**src/rtl/bus_err_pkg.sv**
```systemverilog
package bus_err_pkg;
  typedef enum logic [2:0] {
    RA_DET   = 3'd0,
    RA_ENA   = 3'd1,
    RA_CATTR = 3'd2,
    RA_CADDR = 3'd3,
    RA_CDATA = 3'd4
  } reg_sel_e;

  localparam int REG_W          = 32;
  localparam int ERR_MA         = 0;
  localparam int ERR_PAR        = 1;
  localparam int CATTR_VALID    = 31;
  localparam int CATTR_TYPE_LSB = 16;
endpackage

```
**src/rtl/err_detect.sv**
```systemverilog
module err_detect #(
  parameter int N = 6
) (
  input  logic         clk_i,
  input  logic         rst_ni,
  input  logic [N-1:0] ev_i,
  input  logic         clr_we_i,
  input  logic [N-1:0] clr_mask_i,
  output logic [N-1:0] det_o
);
  logic [N-1:0] det_q, clr;

  assign clr = clr_we_i ? clr_mask_i : '0;

  // set applied after clear: simultaneous event wins
  always_ff @(posedge clk_i or negedge rst_ni)
    if (!rst_ni) det_q <= '0;
    else         det_q <= (det_q & ~clr) | ev_i;

  assign det_o = det_q;

  a_r4_set_wins: assert property (@(posedge clk_i) disable iff (!rst_ni)
    (|ev_i) |=> ((det_q & $past(ev_i)) == $past(ev_i)));

  a_r3_write_never_sets: assert property (@(posedge clk_i) disable iff (!rst_ni)
    (ev_i == '0) |=> ((det_q & ~$past(det_q)) == '0));

  a_r3_unwritten_kept: assert property (@(posedge clk_i) disable iff (!rst_ni)
    (!clr_we_i) |=> ((det_q & $past(det_q)) == $past(det_q)));
endmodule

```
**src/rtl/err_capture.sv**
```systemverilog
module err_capture #(
  parameter int N  = 6,
  parameter int AW = 32,
  parameter int TW = 8,
  parameter int DW = 32
) (
  input  logic          clk_i,
  input  logic          rst_ni,
  input  logic [N-1:0]  ev_i,
  input  logic [N-1:0]  det_i,
  input  logic [AW-1:0] addr_i,
  input  logic [TW-1:0] attr_i,
  input  logic [DW-1:0] data_i,
  output logic          valid_o,
  output logic [N-1:0]  type_o,
  output logic [AW-1:0] addr_o,
  output logic [TW-1:0] attr_o,
  output logic [DW-1:0] data_o
);
  logic          armed, take, valid_q;
  logic [N-1:0]  type_q;
  logic [AW-1:0] addr_q;
  logic [TW-1:0] attr_q;
  logic [DW-1:0] data_q;

  assign armed = (det_i == '0);
  assign take  = armed && (|ev_i);

  always_ff @(posedge clk_i or negedge rst_ni)
    if (!rst_ni) begin
      valid_q <= 1'b0;
      type_q  <= '0;
      addr_q  <= '0;
      attr_q  <= '0;
      data_q  <= '0;
    end else if (take) begin
      valid_q <= 1'b1;
      type_q  <= ev_i;
      addr_q  <= addr_i;
      attr_q  <= attr_i;
      data_q  <= data_i;
    end else if (armed) begin
      valid_q <= 1'b0;
    end

  // flag hidden once detect is clear, even before valid_q drops
  assign valid_o = valid_q & ~armed;
  assign type_o  = type_q;
  assign addr_o  = addr_q;
  assign attr_o  = attr_q;
  assign data_o  = data_q;

  a_r6_frozen: assert property (@(posedge clk_i) disable iff (!rst_ni)
    (|det_i) |=> ($stable(addr_q) && $stable(data_q) && $stable(attr_q) && $stable(type_q)));

  a_r7_rearm_captures: assert property (@(posedge clk_i) disable iff (!rst_ni)
    ((det_i == '0) && (|ev_i)) |=> valid_q);
endmodule

```
**src/rtl/err_irq.sv**
```systemverilog
module err_irq #(
  parameter int N = 6
) (
  input  logic         clk_i,
  input  logic         rst_ni,
  input  logic [N-1:0] det_i,
  input  logic [N-1:0] en_i,
  output logic         irq_o
);
  logic irq_q;

  always_ff @(posedge clk_i or negedge rst_ni)
    if (!rst_ni) irq_q <= 1'b0;
    else         irq_q <= |(det_i & en_i);

  assign irq_o = irq_q;

  a_r5_masked_quiet: assert property (@(posedge clk_i) disable iff (!rst_ni)
    ((det_i & en_i) == '0) |=> !irq_o);

  a_r11_needs_pending: assert property (@(posedge clk_i) disable iff (!rst_ni)
    (det_i == '0) |=> !irq_o);
endmodule

```
**src/rtl/bus_err_capture.sv**
```systemverilog
module bus_err_capture
  import bus_err_pkg::*;
#(
  parameter int N_ERR  = 6,
  parameter int ADDR_W = 32,
  parameter int ATTR_W = 8,
  parameter int DATA_W = 32
) (
  input  logic              clk_i,
  input  logic              rst_ni,
  input  logic              reg_we_i,
  input  logic [2:0]        reg_addr_i,
  input  logic [31:0]       reg_wdata_i,
  output logic [31:0]       reg_rdata_o,
  input  logic [N_ERR-1:0]  err_ev_i,
  input  logic [ADDR_W-1:0] err_addr_i,
  input  logic [ATTR_W-1:0] err_attr_i,
  input  logic [DATA_W-1:0] err_data_i,
  input  logic [DATA_W-1:0] ob_rdata_i,
  input  logic              ob_cfg_ma_i,
  output logic [DATA_W-1:0] ob_rdata_o,
  output logic              irq_o
);
  localparam int SEL_W = $bits(reg_sel_e);

  reg_sel_e          sel;
  logic [N_ERR-1:0]  det, ena_q, cap_type;
  logic              cap_valid;
  logic [ADDR_W-1:0] cap_addr;
  logic [ATTR_W-1:0] cap_attr;
  logic [DATA_W-1:0] cap_data;
  logic [REG_W-1:0]  cattr;

  assign sel = reg_sel_e'(reg_addr_i[SEL_W-1:0]);

  err_detect #(.N(N_ERR)) u_det (
    .clk_i      (clk_i),
    .rst_ni     (rst_ni),
    .ev_i       (err_ev_i),
    .clr_we_i   (reg_we_i && sel == RA_DET),
    .clr_mask_i (reg_wdata_i[N_ERR-1:0]),
    .det_o      (det)
  );

  always_ff @(posedge clk_i or negedge rst_ni)
    if (!rst_ni)                      ena_q <= '0;
    else if (reg_we_i && sel == RA_ENA) ena_q <= reg_wdata_i[N_ERR-1:0];

  err_capture #(.N(N_ERR), .AW(ADDR_W), .TW(ATTR_W), .DW(DATA_W)) u_cap (
    .clk_i   (clk_i),
    .rst_ni  (rst_ni),
    .ev_i    (err_ev_i),
    .det_i   (det),
    .addr_i  (err_addr_i),
    .attr_i  (err_attr_i),
    .data_i  (err_data_i),
    .valid_o (cap_valid),
    .type_o  (cap_type),
    .addr_o  (cap_addr),
    .attr_o  (cap_attr),
    .data_o  (cap_data)
  );

  err_irq #(.N(N_ERR)) u_irq (
    .clk_i  (clk_i),
    .rst_ni (rst_ni),
    .det_i  (det),
    .en_i   (ena_q),
    .irq_o  (irq_o)
  );

  always_comb begin
    cattr = '0;
    cattr[CATTR_VALID] = cap_valid;
    cattr[CATTR_TYPE_LSB +: N_ERR] = cap_type;
    cattr[ATTR_W-1:0] = cap_attr;
  end

  always_comb
    unique case (sel)
      RA_DET:   reg_rdata_o = REG_W'(det);
      RA_ENA:   reg_rdata_o = REG_W'(ena_q);
      RA_CATTR: reg_rdata_o = cattr;
      RA_CADDR: reg_rdata_o = REG_W'(cap_addr);
      RA_CDATA: reg_rdata_o = REG_W'(cap_data);
      default:  reg_rdata_o = '0;
    endcase

  // aborted config read returns all-ones
  assign ob_rdata_o = ob_cfg_ma_i ? '1 : ob_rdata_i;

  a_r9_ma_all_ones: assert property (@(posedge clk_i) disable iff (!rst_ni)
    ob_cfg_ma_i |-> (&ob_rdata_o));

  a_r10_ma_masked_quiet: assert property (@(posedge clk_i) disable iff (!rst_ni)
    (!ena_q[ERR_MA] && (det & ena_q) == '0) |=> !irq_o);
endmodule

```
**config.mk**
```make
export PLATFORM = sky130hd
export DESIGN_NAME = bus_err_capture
export DESIGN_NICKNAME = d
export VERILOG_FILES = /design/src/rtl/bus_err_pkg.sv /design/src/rtl/err_detect.sv /design/src/rtl/err_capture.sv /design/src/rtl/err_irq.sv /design/src/rtl/bus_err_capture.sv
export SDC_FILE = /design/constraint.sdc
export NUM_CORES = 1
export LEC_CHECK = 0
export CAP_MARGIN = 20
export CORE_MARGIN = 2
export CORE_UTILIZATION = 44
export CTS_CLUSTER_DIAMETER = 80
export CTS_CLUSTER_SIZE = 20
export DETAILED_ROUTE_END_ITERATION = 10
export GPL_TIMING_DRIVEN = 0
export HOLD_SLACK_MARGIN = 0.1
export PLACE_DENSITY = 0.87
export SYNTH_ARGS = -nofsm -noshare
export SYNTH_HDL_FRONTEND = slang
export SYNTH_HIERARCHICAL = 1
export SYNTH_SLANG_ARGS = --single-unit
export TNS_END_PERCENT = 30
```
**constraint.sdc**
```tcl
create_clock -name clk_i -period 6.86 [get_ports clk_i]
set_clock_uncertainty 0.2 [all_clocks]
set_input_delay 1.029 -clock clk_i [delete_from_list [all_inputs] [get_ports clk_i]]
set_output_delay 1.029 -clock clk_i [all_outputs]
set_load 0.01 [all_outputs]
```
# After elaboration in Yosys (flattened, before gate mapping)
# Index checks and enable logic that the tools add are counted.
# word_totals
ff_bits	92
input_bits	149
output_inout_bits	65
wordCells	31
# classes
n_eq_ne	4
muxes	5
bitwise	6
n_reduce_logical	8
# op_table
cell	n
case mux 32 bit (5 select lines)	1
2-to-1 mux 32 bit	1
bitwise AND 6 bit	2
OR reduction 6 bit	2
== test 3 x 2 -> 1 bit (second input constant)	2
zero test 6 bit	1
2-to-1 mux 6 bit	1
inverter 6 bit	1
bitwise OR 6 bit	1
== test 3 x 1 -> 1 bit (second input constant)	1
== test 3 bit (second input constant)	1
logical AND 1 bit	3
zero test 3 bit	1
2-to-1 mux 1 bit	2
nonzero test 2 bit	1
bitwise AND 1 bit	1
inverter 1 bit	1

# Depth between registers and ports, before layout
# Gate-level depths: netlist of the first run.
# logic_depth
depth_word	6
mapped_depth	6
depth_no_buf	4

# Hierarchy
# Netlist of the first run, hierarchy kept.
# modules_own_cells
mod	instances	cells_per_inst	area_per_inst_um2	seq_area_each_um2
err_capture	1	172	2961.6	1976.9
bus_err_capture	1	127	1091.0	150.1
err_detect	1	18	217.7	150.1
err_irq	1	5	52.6	25.0

# Worst setup path after synthesis of the first run
# Ideal clock, no wire load.
# synth_path
kind	in2out
startpoint	input port reg_addr_i[1]
endpoint	output port reg_rdata_o[22]
arrival_time_ns	1.932
required_time_ns	5.631
setup_slack_ns	3.699
path_stages	6
path_buffers	3
cell_sequence	nor2b_1 buf_6 and2_1 buf_6 buf_6 a22o_1
# synth_between
elab_chain_cells	2
word_cells_on_any_way	6
cone_classes	eq/ne: 4; mux: 1; reduce/logical: 1
# synth_lines
element	line_no	text
start: declaration	bus_err_capture.sv:12	input logic [2:0] reg_addr_i,
== test 3 bit, or another cell as far along	bus_err_capture.sv:80	unique case (sel)
case mux 32 bit (5 select lines) *	bus_err_capture.sv:80	
end: declaration	bus_err_capture.sv:14	output logic [31:0] reg_rdata_o,
# Mark *: on every way between the ends. The rest lies on a longest branch, timed or not.

# Worst setup path after layout of the first run
# layout_path
startpoint	input port reg_addr_i[0]
endpoint	output port reg_rdata_o[30]
# Same word-level chain as after synthesis.

==> results of run 1 <==
-- where the power goes --
| group | leakage [uW] | switching (uW) | internal (uW) |
|---|---|---|---|
| sequential | 0.00106 | 23.3 | 578 |
| combinational | 0.00146 | 81.2 | 153 |
| clock | 0.0000808 | 187 | 140 |
| total | 0.00259 | 292 | 872 |
-- cells by family after synthesis --
kind of cell / Yosys count / synth area share (%)
AOI/OAI and AO/OA: 52 / 10.4
buffers and inverters: 22 / 3.47
DFF: 92 / 53.3
muxes: 96 / 24.8
and+or+nand+nor: 60 / 8.08
-- through the flow --
step                      area [sq um]  hold WS (ps)  total power, uW
final                             6560           296             1160
after global routing              6560           324             1220
after CTS                         6560           294             1170
after detailed placement          6390           275              848
after global placement            6360           269              838
after floorplan                   4320           259              695
-- metal layers --
layer | vias to the layer above | global-route usage (%) | wire (um) | share of wire (%)
li1 | 1565 | - | - | -
met1 | 1717 | 23.7 | 4130 | 34
met2 | 166 | 42.9 | 6470 | 53
met3 | 12 | 9.42 | 1370 | 11
met4 | 0 | 6.07 | 132 | 1.1
met5 | - | 0 | 0 | 0
-- worst max-delay path by stage --
stage,from,endpoint,slack [ps],cells past startpoint
after floorplan,reg_addr_i[1],reg_rdata_o[22],3700,6
final,reg_addr_i[0],reg_rdata_o[30],2370,7
after global routing,reg_addr_i[0],reg_rdata_o[13],2260,7
after detailed placement,reg_addr_i[0],reg_rdata_o[12],2400,7
after CTS,reg_addr_i[0],reg_rdata_o[10],2400,7
after global placement,rst_ni,u_cap/addr_o[5],1360,1
-- Yosys cell counts (2+ instances only) --
master	count
dfrtp_1	92
mux2_2	81
or2_2	34
a22o_1	17
a22oi_1	12
mux2_1	9
o2bb2ai_1	9
buf_2	8
nand2_1	8
nor2_1	7
a21o_1	6
buf_6	6
mux2i_1	6
a221o_1	5
clkbuf_1	4
buf_4	3
and2_1	2
nor2b_1	2
-- state kept, by name, indices dropped and copies added (netlist names) --
| signal | cells |
|---|---|
| u_cap/type_o | 6 |
| u_irq/irq_o | 1 |
| u_det/det_o | 6 |
| u_cap/data_o | 32 |
| u_cap/valid_q | 1 |
| u_cap/attr_o | 8 |
| u_cap/addr_o | 32 |
| ena_q | 6 |
-- layout make-up --
type                            count  area [sq um]
Buffer                             22           150
Clock buffer                       10           138
Clock inverter                      5          36.3
Fill cell                         738          3080
Multi-Input combinational cell    208          1870
Sequential cell                    92          2300
Tap cell                          133           166
Timing Repair Buffer              188          1900
==> impl_results.md, run 1 <==
* Required @ worst endpoint at 5630 ps
* Placer congestion estimate at 0.883
* Reg2reg end: u_cap/addr_o[24]
* Layout Cells excl Fill at 658
* Area of the die at 10600 sq um
* Max_cap viols at 0
* Routed len/inst at 18.4 um
* Pre-CTS setup slack at 2400 ps
* Final WS setup at 2370 ps
* Final setup violation count at 0
* Post-synth EDFFs at 0
* H-tree levels at 3
* DRT Wirelength at 12100 um
* Syn Nets at 471
* Async set-reset flop share out of synthesis at 100%
* Outcome: complete, no violations
* Worst Hold End: u_cap/addr_o[22]
* Clock Path Buffers at 2
* Reg-to-reg slack, setup at 4380 ps
* Most common cell after layout, fill and taps aside: clkdlybuf4s50_1
* RSZ-0062 raised after global routing: no
* Drt via density at 5.26
* Worst Setup Start Kind: primary input
* Post-CTS Hold Fix Bufs at 0
* Slowest-stage cell, CP: clkdlybuf4s50_1
* Area share of the leading cell type in the synthesized netlist at 53.3%
* Period utilization at 65.5%
* Power per cell area at 177 nW/um^2
* Via count at 3460
* CP Capture Type: output pin
* Prevailing post-synth register cell: dfrtp_1
* Max IR drop VDD at 0.145 mV
* GRT overflow at 0
* Critical path class: primary input to output pin
* Sum Neg Setup Slack at 0 ps
* Post_cts resized at 0
* Post-synth top area cell: dfrtp_1
* Worst r2r path cells at 5
* Post CTS Setup Buffer Count at 0
* Worst slew pin tran at 1020 ps
* Pin count of the biggest net entering global routing at 55
* CTS Sinks at 92
* DIE WIDTH at 103 um
* Worst path cell trace: clkdlybuf4s50_1 -> nor2_1 -> and2_1 -> buf_4 -> buf_6 -> a22o_1 -> clkdlybuf4s50_1
* Clk_lat worst skew at 350 ps
* Commonest cells after routing, fill and taps aside: 186 x clkdlybuf4s50_1, 92 x dfrtp_1, 81 x mux2_2
* TritonCTS clock tree: built
* Post-Synthesis Cells at 322
* Netlist cell types at 29
* Clk root buf: clkbuf_8
* Chip height at 103 um
* Pins Over Slew Limit at 0
* Buffers & Inverters on Critical Path at 4
* Final Hold Fails at 0
* RR Startpoint: u_det/det_o[3]
* Min-Delay Path Depth at 1
* Fmax at 223 MHz
* DRC Markers at 0
* Area delta synth->final at 51.8%
* Synth top area cells: dfrtp_1 53%, mux2_2 21%, or2_2 4.9%, a22o_1 3.4%, mux2_1 2.3%
* Row count at 36
* CTS Buf Count at 9
* Worst-path clk slew at 90 ps
* Total core area at 9640 sq um
* Placed instance count at 643
* Most used cell, CP: clkdlybuf4s50_1
* Leakage power total at 0.00259 uW
* ANT cells at 0
* Post-synthesis sequential area ratio at 53.3%
* Slew HR at 30.7%
* Crit path time final at 4490 ps
* Number of nets in the layout at 670
* Synth warnings at 6
* Initial DRC Count at 133
* Vias in the first global route at 3618
* Initial antenna violation count at 0
* Total GRT Usage at 23.0%
* Delay-heaviest family, CP: buffers and inverters
* PortBufs at 187
* Layout cell share with drive strength beyond 1 at 29.0%
* Critical Path Fanout Max at 10
* Post-Syn Area per Cell at 13.4 sq um
* First-pass GRT wire length at 18100 um
* Post-synthesis instance area at 4320 sq um
* Worst Hold Class: flop to flop
* Layout Utilization at 68.1%
* Boundary pin count at 214
* Starting Density at 44.8%
* Number of synthesized register bits at 92
* Hold Crit Start: u_cap/addr_o[22]
* Post-DP HPWL at 9670 um
* Largest stage delay, worst path at 550 ps
* Final ANT Viol Nets at 0
* WP data arrival at 3260 ps
* Pre-antenna DRT Iters at 4
(Power assumes the default switching activity.)
==> inputs of run 2 (changes only) <==
--- a/config.mk
+++ b/config.mk
@@ -7,13 +7,13 @@
 export LEC_CHECK = 0
 export CAP_MARGIN = 20
 export CORE_MARGIN = 2
-export CORE_UTILIZATION = 44
+export CORE_UTILIZATION = 37
 export CTS_CLUSTER_DIAMETER = 80
 export CTS_CLUSTER_SIZE = 20
 export DETAILED_ROUTE_END_ITERATION = 10
 export GPL_TIMING_DRIVEN = 0
 export HOLD_SLACK_MARGIN = 0.1
-export PLACE_DENSITY = 0.87
+export PLACE_DENSITY = 0.78
 export SYNTH_ARGS = -nofsm -noshare
 export SYNTH_HDL_FRONTEND = slang
 export SYNTH_HIERARCHICAL = 1
==> constraint.sdc (replaced) <==
create_clock -name clk_i -period 4 [get_ports clk_i]
set_clock_uncertainty 0.2 [all_clocks]
set_input_delay 0.6 -clock clk_i [delete_from_list [all_inputs] [get_ports clk_i]]
set_output_delay 0.6 -clock clk_i [all_outputs]
set_load 0.01 [all_outputs]
==> run 2 against run 1 <==
  * Final cell count is 1.8% higher
  * Critical path depth stayed put
  * Design area up 2.0%
  * Sequential power grew 71%
  * Sequential cell count is the same
  * Clock power grew 150%
  * Sequential share of layout area decreased by 0.70 points
  * Core utilization is 9.4 points lower
  * Global-route usage decreased by 3.2 points
  * Clock-buffer cell count is 1 higher
  * Critical path type unchanged
  * Critical endpoint unchanged
  * Largest cell class unchanged
  * Largest power group unchanged
==> impl_results.md, run 2 (same netlist as run 1, synthesis figures left out) <==
* Required @ worst endpoint at 3200 ps
* Worst Setup Start Kind: primary input
* Worst slew pin tran at 1000 ps
* First-pass GRT wire length at 19400 um
* Initial antenna violation count at 0
* Layout cell share with drive strength beyond 1 at 28.8%
* RSZ-0062 raised after global routing: no
* Post-DP HPWL at 9620 um
* Chip height at 112 um
* CP Capture Type: output pin
* Boundary pin count at 214
* Post CTS Setup Buffer Count at 0
* Clk_lat worst skew at 340 ps
* Starting Density at 37.9%
* Final Hold Slack at 292 ps
* Drt via density at 5.14
* Worst setup path startpoint: reg_addr_i[0]
* Hold Crit Start: u_cap/addr_o[25]
* Clock Path Buffers at 2
* Vias in the first global route at 3683
* Buffers & Inverters on Critical Path at 4
* Power per cell area at 335 nW/um^2
* Largest stage delay, worst path at 560 ps
* Most common cell after layout, fill and taps aside: clkdlybuf4s50_1
* DRT Wirelength at 12300 um
* WP data arrival at 2830 ps
* Fmax at 275 MHz
* Period utilization at 90.9%
* CTS Sinks at 92
* Max_cap viols at 0
* Slew HR at 32.1%
* Post_cts resized at 0
* Min-Delay Path Depth at 1
* Max IR drop VDD at 0.197 mV
* Layout Utilization at 58.6%
* Area delta synth->final at 54.8%
* Delay-heaviest family, CP: buffers and inverters
* Row count at 39
* Post-CTS Hold Fix Bufs at 1
* Total core area at 11400 sq um
* CTS Buf Count at 9
* Worst r2r path cells at 5
* DRC Markers at 0
* Leakage power total at 0.00265 uW
* Crit path time final at 3630 ps
* Placed inst area at 6400 sq um
* Final ANT Viol Nets at 0
* Pre-antenna DRT Iters at 4
* Commonest cells after routing, fill and taps aside: 186 x clkdlybuf4s50_1, 92 x dfrtp_1, 81 x mux2_2
* Fin area at 6690 sq um
* Number of nets in the layout at 671
* RR Startpoint: u_det/det_o[3]
* Pin count of the biggest net entering global routing at 65
* Total GRT Usage at 19.8%
* Worst Hold Class: flop to flop
* Clk root buf: clkbuf_16
* Slowest-stage cell, CP: clkdlybuf4s50_1
* GRT overflow at 0
* Initial DRC Count at 68
* Placer congestion estimate at 0.780
* Final setup violation count at 0
* Pins Over Slew Limit at 0
* PortBufs at 187
* Final Hold Fails at 0
* Worst-path clk slew at 70 ps
* Critical path class: primary input to output pin
* Critical Path Stages at 7
* TritonCTS clock tree: built
* H-tree levels at 3
* DIE WIDTH at 112 um
* Via count at 3446
* Worst path cell trace: clkdlybuf4s50_1 -> nor2_1 -> and2_1 -> buf_4 -> buf_6 -> a22o_1 -> clkdlybuf4s50_1
* Outcome: complete, no violations
* Critical Path Fanout Max at 10
* ANT cells at 0
* Most used cell, CP: clkdlybuf4s50_1
* Area of the die at 12600 sq um
* Routed len/inst at 18.3 um
run 2: changes by cell type in the layout (fill, tap and decap cells not counted), sizes merged:
cell / delta
clkinvlp: -2
inv: +2
clkbuf: +1
dlygate4sd3: +1
run 2: through the flow:
stage	TNS [ps]	setup slack, ps	cells	total power [uW]
floorplan	0	1700	322	1190
global placement	-102720	-1120	652	1440
detailed placement	0	364	653	1450
CTS	0	330	670	2270
global route	0	266	670	2340
finish	0	365	670	2240
run 2: cell type report:
class / count / area [sq um]
Buffer: 22 / 150
Clock buffer: 11 / 243
Clock inverter: 5 / 42.5
Fill cell: 953 / 4720
Multi-Input combinational cell: 208 / 1870
Sequential cell: 92 / 2300
Tap cell: 143 / 179
Timing Repair Buffer: 189 / 1910
run 2: metal layers:
metal  GRT usage, %  vias up  wire (um)
met5              0        -          0
met4           6.75        0        242
met3           7.56       21       1320
met2           35.0      170       6190
met1           21.8     1682       4520
li1               -     1573          -
run 2: power by group:
group          internal, uW  switching [uW]
clock network           446             362
registers               993            39.0
logic                   263             138
run 2: final timing paths:
check | endpoint | slack, ps
max | reg_rdata_o[30] | 370
min | u_cap/addr_o[25] | 290
max reg2reg | u_cap/addr_o[23] | 1580
min reg2reg | u_cap/addr_o[25] | 290
max in group asynchronous | u_cap/attr_o[0] | 2420
min in group asynchronous | u_cap/data_o[13] | 530
==> inputs of run 3 (changes only) <==
--- a/config.mk
+++ b/config.mk
@@ -5,9 +5,11 @@
 export SDC_FILE = /design/constraint.sdc
 export NUM_CORES = 1
 export LEC_CHECK = 0
+export ABC_AREA = 1
+export ABC_CLOCK_PERIOD_IN_PS = 4000
 export CAP_MARGIN = 20
 export CORE_MARGIN = 2
-export CORE_UTILIZATION = 37
+export CORE_UTILIZATION = 38
 export CTS_CLUSTER_DIAMETER = 80
 export CTS_CLUSTER_SIZE = 20
 export DETAILED_ROUTE_END_ITERATION = 10
@@ -16,6 +18,5 @@
 export PLACE_DENSITY = 0.78
 export SYNTH_ARGS = -nofsm -noshare
 export SYNTH_HDL_FRONTEND = slang
-export SYNTH_HIERARCHICAL = 1
 export SYNTH_SLANG_ARGS = --single-unit
 export TNS_END_PERCENT = 30
==> run 3 against run 2 <==
  * Fmax is 0.33% lower
  * Final cell count is 45% higher
  * Sequential power is 6% lower
  * Hold slack worse by 21 ps
  * Critical path type unchanged
  * Largest power group unchanged
==> impl_results.md, run 3 <==
* Synth warnings at 0
* Worst Hold Class: flop to flop
* Max_cap viols at 0
* Reg-to-reg slack, setup at 2100 ps
* Layout Cells excl Fill at 973
* RR Startpoint: u_det.det_o[2]
* Post_cts resized at 0
* Placed instance count at 956
* Sum Neg Setup Slack at 0 ps
* Final setup violation count at 0
* Min-Delay Path Depth at 2
* Final Hold Fails at 0
* Initial DRC Count at 305
* Vias in the first global route at 4533
* Worst-path clk slew at 60 ps
* Hold Crit Start: u_cap.addr_o[15]
* Clock Path Buffers at 2
* Post-Syn Area per Cell at 7.43 sq um
* Most common cell after layout, fill and taps aside: nand2_1
* WP data arrival at 2850 ps
* Pin count of the biggest net entering global routing at 48
* Layout cell share with drive strength beyond 1 at 10.2%
* Worst Setup Start Kind: primary input
* Count leader, synth: nand2_1
* Fmax at 274 MHz
* TritonCTS clock tree: built
* CTS Sinks at 92
* Final ANT Viol Nets at 0
* Largest stage delay, worst path at 620 ps
* Drt via density at 4.98
* Total GRT Usage at 23.3%
* Post-synth EDFFs at 0
* Prevailing post-synth register cell: dfrtp_1
* H-tree levels at 3
* Pins Over Slew Limit at 0
* Clk_lat worst skew at 350 ps
* Synth top area cells: dfrtp_1 50%, nand2_1 24%, nand3_1 11%, or2_2 4.3%, buf_2 2.1%
* Netlist cell types at 20
* Number of synthesized register bits at 92
* Via count at 4847
* Layout Utilization at 58.6%
* Worst path cell trace: clkdlybuf4s50_1 -> inv_2 -> nor3_4 -> buf_4 -> nand2_1 -> nand2_1 -> clkdlybuf4s50_1
* Pre-antenna DRT Iters at 5
* Commonest cells after routing, fill and taps aside: 294 x nand2_1, 186 x clkdlybuf4s50_1, 104 x nand3_1
* Total core area at 11900 sq um
* Required @ worst endpoint at 3200 ps
* Boundary pin count at 214
* Post-Synthesis Cells at 621
* Worst slew pin tran at 626 ps
* DRT Wirelength at 14700 um
* RSZ-0062 raised after global routing: no
* Async set-reset flop share out of synthesis at 100%
* Tot Pwr at 2060 uW
* PortBufs at 187
* Critical Path Fanout Max at 10
* Clk root buf: clkbuf_16
* Area of the die at 13000 sq um
* CTS Buf Count at 9
* Row count at 40
* Post-synth top area cell: dfrtp_1
* Placer congestion estimate at 0.886
* Area delta synth->final at 51.3%
* Max IR drop VDD at 0.187 mV
* Outcome: complete, no violations
* Number of nets in the layout at 970
* Reg2reg end: u_cap.attr_o[3]
* Post-synthesis sequential area ratio at 49.9%
* Worst Hold End: u_cap.addr_o[15]
* Buffers & Inverters on Critical Path at 4
* CP Capture Type: output pin
* Delay-heaviest family, CP: buffers and inverters
* Slew HR at 58.3%
* Leakage power total at 0.00354 uW
* Syn Nets at 770
* Commonest cells post-synth: 294 x nand2_1, 104 x nand3_1, 92 x dfrtp_1
* GRT overflow at 0
* Routed len/inst at 15.1 um
* Area share of the leading cell type in the synthesized netlist at 49.9%
* DRC Markers at 0
* Power per cell area at 296 nW/um^2
* Slowest-stage cell, CP: clkdlybuf4s50_1
* DIE WIDTH at 114 um
* Worst r2r path cells at 7
* Crit path time final at 3650 ps
* Period utilization at 91.2%
* Starting Density at 38.8%
* Post-DP HPWL at 11300 um
* Chip height at 114 um
* Initial antenna violation count at 0
* Critical path class: primary input to output pin
* ANT cells at 0
* Final Hold Slack at 271 ps
* First-pass GRT wire length at 23300 um
* Post-synthesis instance area at 4620 sq um
run 3: changes by cell type in the layout (fill, tap and decap cells not counted), moves of 11 or more:
cell	previous run	this run
nand2_1	8	294
nand3_1	1	104
mux2_2	81	0
inv_1	0	22
a22o_1	17	0
a22oi_1	12	0
buf_2	8	19
nor2_1	7	18
run 3: routing by layer:
metal	track usage [%]	vias to the layer above	routed length [um]
met2	38.6	234	6980
met4	10.0	0	386
met3	3.44	26	1140
met5	0	-	0
met1	30.5	2239	6220
li1	-	2348	-
run 3: power breakdown:
| part | internal (uW) | total (uW) | switching, uW | leakage (uW) |
|---|---|---|---|---|
| registers | 949 | 964 | 14.9 | 0.00124 |
| logic | 179 | 299 | 120 | 0.00218 |
| clock network | 423 | 802 | 379 | 0.000128 |
run 3: worst register-to-register path: stages, from the launching register on:
cell	delay [ps]
dfrtp_1	420
nor2_1	210
nand2_1	130
nor2_4	210
nand2_2	150
clkbuf_1	290
nand2_1	130
nand2_1	60
run 3: cell families (layout without fill, tap and decap cells):
| family | count (synthesis) | count (layout) | share of synthesized area (%) |
|---|---|---|---|
| simple gates | 461 | 461 | 43.2 |
| flops | 92 | 92 | 49.9 |
| buf+inv | 61 | 266 | 6.21 |
| compound gates | 7 | 7 | 0.759 |
run 3: cell type report:
type                            instances  area [sq um]
Multi-Input combinational cell        468          2030
Tap cell                              147           184
Buffer                                 36           193
Clock buffer                            9           225
Clock inverter                          7          53.8
Fill cell                            1147          4930
Inverter                               25          93.8
Sequential cell                        92          2300
Timing Repair Buffer                  189          1910
run 3: how the worst max path moves through the flow:
| stage | startpoint | to | slack [ps] | cells past startpoint |
|---|---|---|---|---|
| after detailed placement | reg_addr_i[0] | reg_rdata_o[30] | 380 | 7 |
| final | reg_addr_i[0] | reg_rdata_o[30] | 350 | 7 |
| after global routing | reg_addr_i[0] | reg_rdata_o[8] | 270 | 7 |
| after CTS | reg_addr_i[0] | reg_rdata_o[30] | 380 | 7 |
| after global placement | rst_ni | u_cap.addr_o[15] | -1270 | 1 |
| after floorplan | reg_addr_i[1] | reg_rdata_o[0] | 1830 | 8 |
run 3: what timing repair did:
action / in CTS / in global routing
hold buffers: 1 / 0
hold endpoints to repair: 15 / 0
setup buffers: 0 / 0
run 3: metrics by stage:
| step | cell area [sq um] | setup WS, ps |
|---|---|---|
| final | 6990 | 353 |
| after global routing | 6990 | 269 |
| after CTS | 6990 | 381 |
| after detailed placement | 6700 | 379 |
| after global placement | 6670 | -1270 |
| after floorplan | 4620 | 1830 |
